## config.mk

```make
export PLATFORM = sky130hd
export DESIGN_NAME = wadd_unit
export DESIGN_NICKNAME = d
export VERILOG_FILES = /design/src/rtl/wadd_pkg.sv /design/src/rtl/wadd_lane.sv /design/src/rtl/wadd_flags.sv /design/src/rtl/wadd_unit.sv
export SDC_FILE = /design/constraint.sdc
export NUM_CORES = 1
export LEC_CHECK = 0
export BUFFER_PORTS_ARGS = -buffer_cell sky130_fd_sc_hd__clkbuf_2
export CAP_MARGIN = 20
export CORE_MARGIN = 4
export CORE_UTILIZATION = 42
export CTS_CLUSTER_DIAMETER = 150
export DETAILED_ROUTE_END_ITERATION = 7
export MAX_ROUTING_LAYER = met4
export PLACE_DENSITY = 0.71
export REMOVE_ABC_BUFFERS = 1
export SYNTH_ARGS = -nofsm -noshare
export SYNTH_HDL_FRONTEND = slang
export SYNTH_HIERARCHICAL = 1
export SYNTH_SLANG_ARGS = --single-unit
```

## constraint.sdc

```tcl
create_clock -name clk -period 12.6 [get_ports clk]
set_input_delay 2.52 -clock clk [delete_from_list [all_inputs] [get_ports clk]]
set_output_delay 2.52 -clock clk [all_outputs]
set_load 0.02 [all_outputs]
```

## src/rtl/wadd_pkg.sv

```systemverilog
package wadd_pkg;
  localparam int STAT_W = 8;
  localparam int C_BIT  = 0;
  localparam int Z_BIT  = 1;
  localparam int V_BIT  = 6;
  localparam int N_BIT  = 7;
  localparam logic [STAT_W-1:0] FLAG_MASK =
    (8'(1) << C_BIT) | (8'(1) << Z_BIT) | (8'(1) << V_BIT) | (8'(1) << N_BIT);

  typedef struct packed {
    logic c;
    logic z;
    logic v;
    logic n;
  } flags_t;
endpackage

```

## src/rtl/wadd_lane.sv

```systemverilog
// One byte-wide slice of the adder: sum, carry out and signed overflow.
module wadd_lane #(
  parameter int W = 8
) (
  input  logic [W-1:0] a,
  input  logic [W-1:0] b,
  input  logic         cin,
  output logic [W-1:0] sum,
  output logic         cout,
  output logic         ovf
);
  logic [W:0] total;

  always_comb begin
    total = {1'b0, a} + {1'b0, b} + {{W{1'b0}}, cin};
    sum   = total[W-1:0];
    cout  = total[W];
    ovf   = (a[W-1] == b[W-1]) && (total[W-1] != a[W-1]);
  end
endmodule

```

## src/rtl/wadd_flags.sv

```systemverilog
// Picks the lane that marks the active width and derives the four flags.
module wadd_flags
  import wadd_pkg::*;
#(
  parameter int LANE_W = 8,
  parameter int LANES  = 2
) (
  input  logic                         narrow,
  input  logic [LANES-1:0][LANE_W-1:0] lane_sum,
  input  logic [LANES-1:0]             lane_cout,
  input  logic [LANES-1:0]             lane_ovf,
  output flags_t                       flags
);
  localparam int TOP = LANES - 1;

  always_comb begin
    if (narrow) begin
      flags.c = lane_cout[0];
      flags.v = lane_ovf[0];
      flags.n = lane_sum[0][LANE_W-1];
      flags.z = (lane_sum[0] == '0);
    end else begin
      flags.c = lane_cout[TOP];
      flags.v = lane_ovf[TOP];
      flags.n = lane_sum[TOP][LANE_W-1];
      flags.z = (lane_sum == '0);
    end
  end
endmodule

```

## src/rtl/wadd_unit.sv

```systemverilog
module wadd_unit
  import wadd_pkg::*;
#(
  parameter int LANE_W = 8,
  parameter int LANES  = 2,
  parameter int DATA_W = LANE_W * LANES
) (
  input  logic              clk,
  input  logic              rst,
  input  logic              in_valid,
  input  logic              narrow,
  input  logic [DATA_W-1:0] acc_in,
  input  logic [DATA_W-1:0] opnd_in,
  input  logic [STAT_W-1:0] stat_in,
  output logic              out_valid,
  output logic [DATA_W-1:0] acc_out,
  output logic [STAT_W-1:0] stat_out
);
  logic [LANES-1:0][LANE_W-1:0] lane_sum;
  logic [LANES-1:0]             lane_cout;
  logic [LANES-1:0]             lane_ovf;
  logic [LANES:0]               chain;
  flags_t                       flags;
  logic [DATA_W-1:0]            acc_nxt;
  logic [STAT_W-1:0]            stat_nxt;

  assign chain[0] = stat_in[C_BIT];

  for (genvar i = 0; i < LANES; i++) begin : g_lane
    wadd_lane #(.W(LANE_W)) u_lane (
      .a    (acc_in[i*LANE_W +: LANE_W]),
      .b    (opnd_in[i*LANE_W +: LANE_W]),
      .cin  (chain[i]),
      .sum  (lane_sum[i]),
      .cout (lane_cout[i]),
      .ovf  (lane_ovf[i])
    );
    assign chain[i+1] = lane_cout[i];
  end

  wadd_flags #(.LANE_W(LANE_W), .LANES(LANES)) u_flags (
    .narrow    (narrow),
    .lane_sum  (lane_sum),
    .lane_cout (lane_cout),
    .lane_ovf  (lane_ovf),
    .flags     (flags)
  );

  always_comb begin
    if (narrow) acc_nxt = {acc_in[DATA_W-1:LANE_W], lane_sum[0]};
    else        acc_nxt = lane_sum;
    stat_nxt        = stat_in;
    stat_nxt[C_BIT] = flags.c;
    stat_nxt[Z_BIT] = flags.z;
    stat_nxt[V_BIT] = flags.v;
    stat_nxt[N_BIT] = flags.n;
  end

  always_ff @(posedge clk) begin
    if (rst) begin
      out_valid <= 1'b0;
      acc_out   <= '0;
      stat_out  <= '0;
    end else begin
      out_valid <= in_valid;
      if (in_valid) begin
        acc_out  <= acc_nxt;
        stat_out <= stat_nxt;
      end
    end
  end
endmodule

```

# Yosys cells after proc, flatten, opt, wreduce, memory -nomap -nowiden

Index checks and enable logic that the tools add are counted.

Equality and inequality tests: 4
Reduce and logical (&&, ||, !) cells: 4
Mux-type cells: 2
$add $sub $neg: 4

Operators with widths:

| kind                 | count |
|---|---|
| adder 8 x 8 -> 9 bit | 2 |
| adder 9 x 1 -> 9 bit | 2 |
| logical NOT 16 bit   | 1 |
| two-way mux 16 bit   | 1 |
| logical NOT 8 bit    | 1 |
| two-way mux 4 bit    | 1 |
| equality test 1 bit  | 2 |
| logical AND 1 bit    | 2 |
| != test 1 bit        | 2 |

Output and inout bits: 25
Register bits: 25
Bits of input ports: 44

# Logic depth before layout (Yosys ltp)

Depth after elaboration: 6
Mapped depth: 17

# Modules after synthesis

The synthesis kept the hierarchy.

Modules (own cells, without submodules):

| module     | area each (µm²) | instances | seq. area each (µm²) | cells an instance |
|---|---|---|---|---|
| wadd_unit  | 983.4           | 1         | 500.5                | 90 |
| wadd_lane  | 336.6           | 2         | 0.0                  | 42 |
| wadd_flags | 71.3            | 1         | 0.0                  | 10 |

# Worst setup path after synthesis

No wires, ideal clock.

Kind: input to register
Start: input acc_in[0]
End: register stat_out[1]
Arrival: 5.805 ns
Data required time: 12.480 ns
Library setup time: 0.120 ns
Setup slack: 6.675 ns
Stages: 17
Cells stage by stage: fa_1 fa_1 a21oi_1 o21ai_1 nor3_1 o31ai_1 fa_1 fa_1 a21oi_1 o211ai_1 a21oi_1 xnor2_1 nor4_1 a21oi_1 nor2_1 mux2i_1 nor2_1

RTL lines:

| what                   | line            | source |
|---|---|---|
| start: declaration     | wadd_unit.sv:12 | `input logic [DATA_W-1:0] acc_in,` |
| end signal: assignment | wadd_unit.sv:68 | `stat_out <= stat_nxt;` |
| end: declaration       | wadd_unit.sv:17 | `output logic [STAT_W-1:0] stat_out` |

==> results.yml <==
logic_synthesis:
  syn_inst: 184
  synthesis.area_sq_um: 1730
  ys.flop_type: "dfxtp_1"
  synth_top_area_share_pct: 29.0
  synth_seq_cells: 25
  seq_area_frac_synth_pct: 29.0
  ys_top_cells_by_area: "dfxtp_1 29%, mux2i_1 14%, ha_1 10%, nor2_1 6.7%, fa_1 4.6%"
  ys_types: 28
  ys_top_cells_by_count: "31 x nor2_1, 25 x dfxtp_1, 24 x mux2i_1"
  yosysTopAreaCell: "dfxtp_1"
  ys_async_sr_fraction_pct: 0
  yosys.cell_count.top_type: "nor2_1"
  avgSynthCellArea_sq_um: 9.39
  synth_edf_count: 0
  ys_warn_count: 6
cts:
  clockRootBuffer: "clkbuf_8"
  clkSlewWorstSetupHoldPaths_ns: 0.10
  cts.sinks: 25
  insertion_delay_ns: 0.27
  cts_tree: "done"
  cts_resized: 0
  clock_path_buffers: 2
  htreeDepth: 1
  postCtsSetupRepairBufs: 0
  cts_buffers: 3
  cts.hold.buffers_added: 0
timing:
  rsz0062_at_grt: "false"
  fin_worst_skew_ns: 0
  slew_violations: 0
  timing.final.ws_setup_ns: 6.27
  period_needed_ns: 6.33
  finalCritPeriodShare_pct: 50.3
  finalHoldViolCount: 0
  fmax_mhz: 158
  maxSlewHeadroom_pct: 41.9
  tns_ns: 0
  setup_viol: 0
  worst_slew_pin_slew_ns: 0.871
routing:
  vias: 1515
  dr.pass1.iters: 4
  drt_wl_total_mm: 3.78
  ant_nets: 0
  vias_per_cell: 5.14
  drcViolationCount: 0
  routedWlPerCell_um: 12.8
  first_iter_violations: 43
setup_path:
  cp_max_fo: 3
  required_ns: 12.81
  worstPathArrival_ns: 6.55
  timing.critical_path.cells: "clkbuf_2 -> fa_1 -> fa_1 -> a21oi_1 -> o21ai_1 -> nor3_1 -> o31ai_1 -> fa_1 -> fa_1 -> a21oi_1 -> o211ai_1 -> a21oi_1 -> xnor2_1 -> nor4_1 -> a21oi_1 -> nor2_1 -> mux2i_1 -> nor2_1"
  r2r_start: "acc_out[9]"
  crit_type: "primary input to flop"
  cp_slowest_stage_delay_ns: 0.48
  critPathLaunchType: "primary input"
  critPathSlowestCell: "fa_1"
  crit_start: "acc_in[0]"
  end_kind: "flop"
layout:
  drive_gt1_share_pct: 32.7
  area_delta_synth_final_pct: 21.5
  fill_cells: 402
  multi_input_area_sq_um: 1150
  antenna_cells: 0
  final_nets: 308
  area.sequential_sq_um: 500
  fin_area_sq_um: 2100
  instances_no_fill: 295
floorplan:
  initial_core_util_pct: 43.2
  die_w_um: 72.1
  pin_count: 69
  core_area_sq_um: 4000
  dieArea_sq_um: 5200
  row_count: 23
  die_h_um: 72.1
min_path:
  hp-class: "flop to flop"
  min-delay-start: "acc_out[15]"
place:
  placed_cell_area_sq_um: 2050
  numPortBuffers: 65
  post-dp-hpwl_mm: 3.02
  place_congestion: 0.835
  dp_cells: 291
  pre_cts_ws_ns: 6.04
power:
  power_density_nw_per_um2: 107
  total_power_w: 0.000224
  p_leak_nw: 1.03
  ir_worst_vdd_v: 0.0000718
global_routing:
  grt_max_degree: 34
  track_usage_pct: 16.2
  grt_first_pass_wirelength_mm: 6.64
  antenna_found_initial: 0
  grt_pass1_vias: 1497
  gr-total-overflow: 0
flow_run:
  maxCapViolations: 0
run_status:
  status: "complete, no violations"
cell families after synthesis:
kind of cell    after synthesis  share of synthesized area, %
mux                          29                          17.2
simple gates                 53                          13.5
fa+ha+maj                    18                          14.8
buf+inv                      12                          4.71
flops                        25                          29.0
compound gates               37                          15.8
xor+xnor                     10                          5.07
cell usage in the layout (no fill, tap or decap), drive strengths merged:
cell and n:
nor4 4, mux2i 24, mux2 5, o31ai 2, xor2 2, a21o 2, clkbuf 68, nor3 6
inv 5, nand2 5, nor2b 5, o211ai 2, nor2 31, xnor2 8, a211oi 10, ha 14
o22ai 2, a21oi 11, dfxtp 25, or3 2, fa 4, o21ai 6, o21bai 2
path summary, 6_finish.rpt:
| check | endpoint | slack, ns | cells after the start |
|---|---|---|---|
| setup / recovery | stat_out[1] | 6.27 | 18 |
| hold / removal | acc_out[15] | 0.49 | 2 |
| setup reg to reg | acc_out[9] | 11.90 | 2 |
| hold reg to reg | acc_out[15] | 0.49 | 2 |
flip-flops by register name (all words and copies together), names as in the netlist:
register	count
acc_out	16
out_valid	1
stat_out	8
worst max-delay path, delay by kind of cell:
family	cells	cell delay (ns)
compound gates	7	1.28
xor+xnor	1	0.12
fa+ha+maj	4	1.77
buf+inv	1	0.09
mux	1	0.07
simple gates	4	0.70
report_power, final:
part	internal [W]	leakage [nW]	switching (W)
combinational	0.0000363	0.795	0.0000466
clock	0.0000232	0.0261	0.0000286
sequential	0.0000860	0.207	0.00000340
final cells by class:
| cell class | instances | share of cell area [%] |
|---|---|---|
| Clock buffer | 3 | 1.97 |
| Inverter | 4 | 0.715 |
| Tap cell | 50 | 2.98 |
| Clock inverter | 1 | 0.417 |
| Timing Repair Buffer | 65 | 15.5 |
| Multi-Input combinational cell | 147 | 54.6 |
| Sequential cell | 25 | 23.8 |
stage by stage:
stage          hold slack [ns]  util [%]
2_1_floorplan            0.551         -
3_3_place_gp             0.474      51.2
3_5_place_dp             0.482      51.2
4_1_cts                  0.496      52.5
5_1_grt                  0.530      52.5
6_report                 0.492      52.5
metal layers:
| metal | GRT usage [%] | share of wire [%] | up-vias |
|---|---|---|---|
| li1 | - | - | 785 |
| met4 | 2.51 | 0.26 | 0 |
| met2 | 26.4 | 48 | 47 |
| met1 | 21.0 | 44 | 681 |
| met3 | 3.74 | 7.7 | 2 |
| met5 | - | 0 | - |
No activity file was read; power rests on OpenSTA's default activity.
